[config.mk]
export PLATFORM = sky130hd
export DESIGN_NAME = bitslice_datapath
export DESIGN_NICKNAME = d
export VERILOG_FILES = /design/src/rtl/bitslice_datapath.sv
export SDC_FILE = /design/constraint.sdc
export NUM_CORES = 1
export LEC_CHECK = 0
export BUFFER_PORTS_ARGS = -buffer_cell sky130_fd_sc_hd__buf_2
export CORE_UTILIZATION = 51
export DETAILED_ROUTE_END_ITERATION = 8
export PLACE_DENSITY = 0.87
export SETUP_SLACK_MARGIN = 0.2
export SYNTH_ARGS = -nofsm -noshare
export SYNTH_HDL_FRONTEND = slang
export SYNTH_SLANG_ARGS = --single-unit
[constraint.sdc]
create_clock -name clk -period 4.7 [get_ports clk]
set_input_delay 0.47 -clock clk [delete_from_list [all_inputs] [get_ports clk]]
set_output_delay 0.47 -clock clk [all_outputs]
set_load 0.02 [all_outputs]
[src/rtl/bitslice_datapath.sv]
module bitslice_datapath #(
  parameter int N = 8
) (
  input  logic         clk,
  input  logic         rst_n,
  input  logic [5:0]   fn_sel,
  input  logic [2:0]   ld,
  input  logic [2:0]   a_en,
  input  logic [2:0]   b_en,
  input  logic         carry_in,
  input  logic         shr_in,
  input  logic         shl_in,
  output logic         carry_out,
  output logic         shr_out,
  output logic         shl_out,
  output logic [N-1:0] z
);
  localparam int NREG = 3;

  logic [NREG-1:0][N-1:0] rq;
  logic [N-1:0]           a_bus;
  logic [N-1:0]           b_bus;
  logic [N:0]             cy;

  assign cy[0]     = carry_in;
  assign carry_out = cy[N];
  assign shr_out   = a_bus[0];
  assign shl_out   = a_bus[N-1];

  for (genvar i = 0; i < N; i++) begin : g_slice
    logic [NREG-1:0] q;
    logic            a, b, sr, sl, sum;

    assign a = |(a_en & q);
    assign b = |(b_en & q);
    assign a_bus[i] = a;
    assign b_bus[i] = b;

    if (i == N-1) begin : g_top
      assign sr = shr_in;
    end else begin : g_mid
      assign sr = a_bus[i+1];
    end

    if (i == 0) begin : g_bot
      assign sl = shl_in;
    end else begin : g_up
      assign sl = a_bus[i-1];
    end

    assign sum     = a ^ b ^ cy[i];
    assign cy[i+1] = (a & b) | (cy[i] & (a ^ b));

    assign z[i] = (fn_sel[0] & a & b)
                | (fn_sel[1] & (a | b))
                | (fn_sel[2] & (a ^ b))
                | (fn_sel[3] & sum)
                | (fn_sel[4] & sr)
                | (fn_sel[5] & sl);

    always_ff @(posedge clk or negedge rst_n) begin
      if (!rst_n) q <= '0;
      else        q <= (ld & {NREG{z[i]}}) | (~ld & q);
    end

    for (genvar r = 0; r < NREG; r++) begin : g_tap
      assign rq[r][i] = q[r];
    end
  end
endmodule


==> results.md, run 1 <==
* Residual DRC count at 0
* Worst-Skew Late Latency at 0.27 ns
* Synth Instances at 201
* IO Port Bufs at 30
* Routed len/inst at 18.2 um
* First DRT Iteration DRCs at 236
* Clock tree buffer depth at 2
* Post-synth top cells: dfrtp_1 (24), nor2_1 (24), inv_1 (23), a41oi_1 (18), nand2b_1 (17)
* Rel. slew slack at 49.4%
* Worst R2R Path Depth at 19
* Final core utilization at 66.5%
* Status: complete, but fails checks
* Setup Skew at 0.00216 ns
* Core area at 3440 um^2
* Final clock period utilization by the worst path at 104%
* Total Routing Usage GR at 27.2%
* Synthesized Nets at 244
* Max rail drop VDD at 0.000118 V
* Layout cells sized above 1 at 30.9%
* Dominant cells by area after synthesis: dfrtp_1 (32%), ha_1 (9.9%), a222oi_1 (8.5%), fa_1 (8.5%), a41oi_1 (8.3%)
* RSZ-0062 raised after global routing: yes
* Number of core rows at 21
* Synth Warn # at 0
* Worst Path Required at 4.23 ns
* PD cells at 237 nW/um^2
* Top FF cell, synth: dfrtp_1
* CTS buffer count at 3
* Root Buffer: clkbuf_8
* Antenna viol nets, final at 0
* Clock-pin slew on the worst setup and hold paths at 0.09 ns
* Multi-input gate area at 1170 um^2
* Drt first pass iters at 6
* Max Cap Viol at 0
* Top-level I/O count at 31
* Distinct cells, synth at 20
* Max FO, Critical Path at 3
* Vias/cell at 6.45
* Seq/Total Area, Yosys at 31.7%
* Diode count at 0
* H-tree levels at 1
* Routed vias at 1865
* Crit Path Category: reg2out
* Initial antenna violation count at 0
* Least-Margin Pin Slew at 0.760 ns
* Placed Area at 2180 um^2
* Fillers at 285
* Setup Slack @ Placement at -0.204 ns
* R2r setup slk at 0.39 ns
* Leakage dissipation at 0.919 nW
* Post-cts hold buffer count at 0
* PnR worst setup slack at -0.208 ns
* Sequential Area at 601 um^2
* Vias in the first global route at 1795
* Die ar. at 3960 um^2
* Number of synthesized flops with an enable pin at 0
* TritonCTS clock tree: done
* CP Launch Type: flop
* Nature of the critical path endpoint: output port
* Final HPWL DP at 3.56 mm
* Die H at 62.9 um
* # nets final at 287
* Setup TNS at -0.208 ns
* Final hold vios at 0
* Total clock sinks at 24
* GPL Wtd Cong at 0.832
* Worst EP arrival at 4.44 ns
* Largest net degree at the start of global routing at 25
* First-pass GRT wire length at 8.33 mm
* #FFs+latches synth at 24
* Post-synthesis async set-or-reset flop share at 100%
* Slew Viols, Final at 0
* Yosys top cell by area: dfrtp_1
* Total power at 0.000543 W
* Fmax at 204 MHz
* Grt total ovfl at 0
* Synth-to-layout area growth at 20.8%
* Post-route cell area at 2290 um^2
* DRT Wirelength at 5.25 mm
* Setup-failing EPs final at 1
* Mapped Area at 1890 um^2
* Mean cell area of the mapped netlist at 9.42 um^2
* Die W at 62.9 um
* Failing checks: negative setup slack
* Area fraction of the dominant cell type after synthesis at 31.7%
* Worst min path class: in2async
* Starting Density at 55.0%
* Minimum clock period at 4.91 ns
==> routing by layer <==
metal	part of all wire, %	up-vias	GRT usage [%]
li1	-	832	-
met1	40	894	34.5
met4	1.9	0	11.0
met5	0	-	0
met2	48	128	45.8
met3	9.8	11	4.01
==> logic make-up after synthesis <==
kind of cell / after synthesis / share of synthesized area, %
AO/OA/AOI/OAI: 50 / 24.6
adder cells (fa/ha/maj): 23 / 18.4
buffers and inverters: 36 / 8.19
flip-flops: 24 / 31.7
AND/OR/NAND/NOR: 68 / 17.2
==> worst max-delay path by stage <==
stage	start	endpoint	slack, ns	cells after the start
2_1_floorplan	a_en[0]	z[7]	-0.18	18
3_3_place_gp	a_en[0]	z[7]	-0.09	20
3_5_place_dp	a_en[0]	z[7]	-0.20	20
4_1_cts	flop	z[7]	-0.22	19
5_1_grt	flop	z[7]	-0.38	19
6_report	flop	z[7]	-0.21	19
==> layout by cell type, fill, tap and decap left out, types with 2 or more instances in the layout <==
cell type	instances
o2111a_2	5
ha_1	15
inv_1	18
dfrtp_1	24
a41oi_1	18
buf_4	21
or3_1	8
nand2b_1	16
nand2_1	12
fa_2	7
buf_2	29
a31oi_1	6
a222oi_1	16
a22oi_1	2
clkbuf_8	4
o2111a_1	3
inv_2	4
nand3_1	5
nor2_1	24
==> critical path: stages (launching register included) <==
cell and delay [ns]:
dfrtp_1 0.41, a222oi_1 0.31, buf_4 0.19, inv_4 0.04, fa_2 0.38, fa_2 0.34
fa_2 0.34, inv_2 0.06, fa_2 0.19, fa_2 0.20, inv_2 0.04, fa_2 0.33
inv_2 0.07, fa_2 0.19, inv_2 0.04, fa_1 0.43, a22oi_1 0.18, o2111a_1 0.23
nand2_2 0.05, buf_2 0.15
==> area by class of cell <==
| type | instances | share of cell area, % |
|---|---|---|
| timing repair buffer | 51 | 13.7 |
| tap | 46 | 2.52 |
| clock buffer | 4 | 2.41 |
| sequential | 24 | 26.2 |
| inverter | 23 | 3.88 |
| multi-input combinational | 141 | 51.2 |
==> power breakdown <==
part	switching (W)	internal [W]
registers	0.0000116	0.000220
clock network	0.0000686	0.0000749
logic	0.0000994	0.0000693
==> timing repair <==
action                     CTS  global route
gates cloned                 0             0
pin swaps                    5             0
setup endpoints to repair    2             2
resized for setup            6             0
buffers inserted             3             2
==> metrics by stage <==
step	instances	hold slack (ns)
after detailed placement	280	0.485
final	289	0.178
after CTS	287	0.200
after global routing	289	0.225
after floorplan	201	0.174
after global placement	280	0.475
Power figures use the tool's default switching activity.
==> run 2: changes to the inputs <==
Settings changed: CORE_UTILIZATION 51 to 53, CTS_BUF_LIST set to sky130_fd_sc_hd__clkbuf_4, PLACE_DENSITY 0.87 to 0.9.
==> results.md, run 2 (synthesis gave the netlist of run 1 again) <==
* # nets final at 287
* Total Routing Usage GR at 28.7%
* CTS buffer count at 3
* Buffers and inverters on the worst path at 7
* Antenna viol nets, final at 0
* Die H at 61.8 um
* Rel. slew slack at 48.6%
* Worst-Skew Late Latency at 0.32 ns
* Final clock period utilization by the worst path at 106%
* Layout cells sized above 1 at 31.3%
* PD cells at 220 nW/um^2
* DRT Wirelength at 5.21 mm
* First-pass GRT wire length at 7.91 mm
* First DRT Iteration DRCs at 246
* Worst Path Required at 4.23 ns
* Max rail drop VDD at 0.0000914 V
* Max FO, Critical Path at 4
* Largest net degree at the start of global routing at 25
* Worst min path class: in2async
* Total clock sinks at 24
* Synth-to-layout area growth at 20.2%
* Switching fraction of total power at 35.7%
* Top-level I/O count at 31
* Fin cells at 289
* Clock power frac at 19.5%
* CP Launch Type: flop
* Placed Cells at 281
* PnR worst setup slack at -0.277 ns
* Die W at 61.8 um
* RSZ-0062 raised after global routing: yes
* Initial antenna violation count at 0
* Total power at 0.000501 W
* Commonest non-fill, non-tap cell in the layout: buf_2
* Setup-failing EPs final at 1
* Setup TNS at -0.277 ns
* IO Port Bufs at 30
* Number of core rows at 21
* Cell mode on critical path: fa_2
* TritonCTS clock tree: done
* Crit path max-delay family: adder cells
* Worst EP arrival at 4.51 ns
* Diode count at 0
* Crit Path Category: reg2out
* Vias/cell at 6.50
* Clock-pin slew on the worst setup and hold paths at 0.15 ns
* Failing checks: negative setup slack
* Post-cts hold buffer count at 0
* Sequential share of power at 46.1%
* Root Buffer: clkbuf_4
* Die ar. at 3820 um^2
* Grt total ovfl at 0
* Clock tree buffer depth at 2
* Crit-path slowest cell: dfrtp_1
* Status: complete, but fails checks
* Vias in the first global route at 1698
* Leakage dissipation at 0.912 nW
* Max Cap Viol at 0
* Crit path largest cell delay at 0.43 ns
* Core area at 3390 um^2
* Residual DRC count at 0
* Slew Viols, Final at 0
* Final hold vios at 0
* GPL Wtd Cong at 0.849
* Routed vias at 1879
* H-tree levels at 1
* Least-Margin Pin Slew at 0.771 ns
* Starting Density at 55.9%
* Setup Slack @ Placement at -0.158 ns
* Setup Skew at 0.0135 ns
* Final HPWL DP at 3.62 mm
* Nature of the critical path endpoint: output port
* Minimum clock period at 4.98 ns
* Most frequent cells in the layout: buf_2 (28), nor2_1 (24), dfrtp_1 (24)
* Fmax at 201 MHz
* Fillers at 249
* Drt first pass iters at 9
* Switching power at 0.000179 W
* Internal power at 0.000322 W
* Routed len/inst at 18.0 um
* Comb pwr share at 34.4%
* CP Cell Sequence: a222oi_1 -> buf_4 -> inv_4 -> fa_2 -> fa_2 -> fa_2 -> inv_2 -> fa_2 -> fa_2 -> inv_2 -> fa_2 -> inv_2 -> fa_2 -> inv_2 -> fa_2 -> a22oi_2 -> o2111a_1 -> nand2_2 -> buf_2
-- run 2: cell count changes in the layout (fill, tap and decap cells not counted) --
cell,change
clkbuf_8,-4
clkbuf_4,+3
a22oi_1,-1
buf_2,-1
fa_2,+1
a22oi_2,+1
buf_6,+2
clkinv_1,+1
fa_1,-1
buf_4,-1
-- run 2: cell type report --
| cell class | count | area [um^2] | share of cell area (%) |
|---|---|---|---|
| multi-input cells | 141 | 1180 | 51.8 |
| flip-flops and latches | 24 | 601 | 26.4 |
| repair buffers | 51 | 324 | 14.2 |
| inverters | 23 | 88.8 | 3.90 |
| well taps | 46 | 57.6 | 2.53 |
| clock buffers | 3 | 22.5 | 0.989 |
| clock inverters | 1 | 3.75 | 0.165 |
-- run 2: path summary, 6_finish.rpt --
check / from / endpoint / slack [ns] / cells past startpoint
min in group clk: ld[0] / flop / 0.54 / 3
max in group asynchronous: rst_n / asynchronous set/reset pin / 4.22 / 1
min reg2reg: flop / flop / 0.59 / 2
max: flop / z[7] / -0.28 / 19
max reg2reg: flop / flop / 0.31 / 20
min: rst_n / asynchronous set/reset pin / 0.10 / 1
-- run 2: per-stage QoR --
step	hold slack [ns]	util, %	instance area [um^2]
after floorplan	0.174	-	1930
after global placement	0.478	64.5	2190
after detailed placement	0.489	64.5	2190
after CTS	0.124	66.1	2240
after global routing	0.135	67.2	2280
final	0.103	67.2	2280
-- run 2: per-layer routing --
layer | vias to the layer above | wire (um) | global-route usage [%]
met3 | 21 | 419 | 5.38
met4 | 0 | 175 | 13.7
met5 | - | 0 | 0
met2 | 125 | 2500 | 44.5
met1 | 902 | 2120 | 38.7
li1 | 831 | - | -
-- run 2: power groups by stage --
| stage | clock network, W | logic, W | registers, W |
|---|---|---|---|
| final | 0.0000976 | 0.000172 | 0.000231 |
| after global routing | 0.000103 | 0.000191 | 0.000232 |
| after CTS | 0.0000964 | 0.000163 | 0.000231 |
| after detailed placement | 0 | 0.000158 | 0.000234 |
| after global placement | 0 | 0.000151 | 0.000234 |
| after floorplan | 0 | 0.000103 | 0.000231 |
-- run 2: what timing repair did --
action / 4_1_cts / 5_1_grt
setup endpoints to repair: 3 / 4
resized for setup: 5 / 6
pin swaps: 5 / 4
setup buffers: 2 / 2
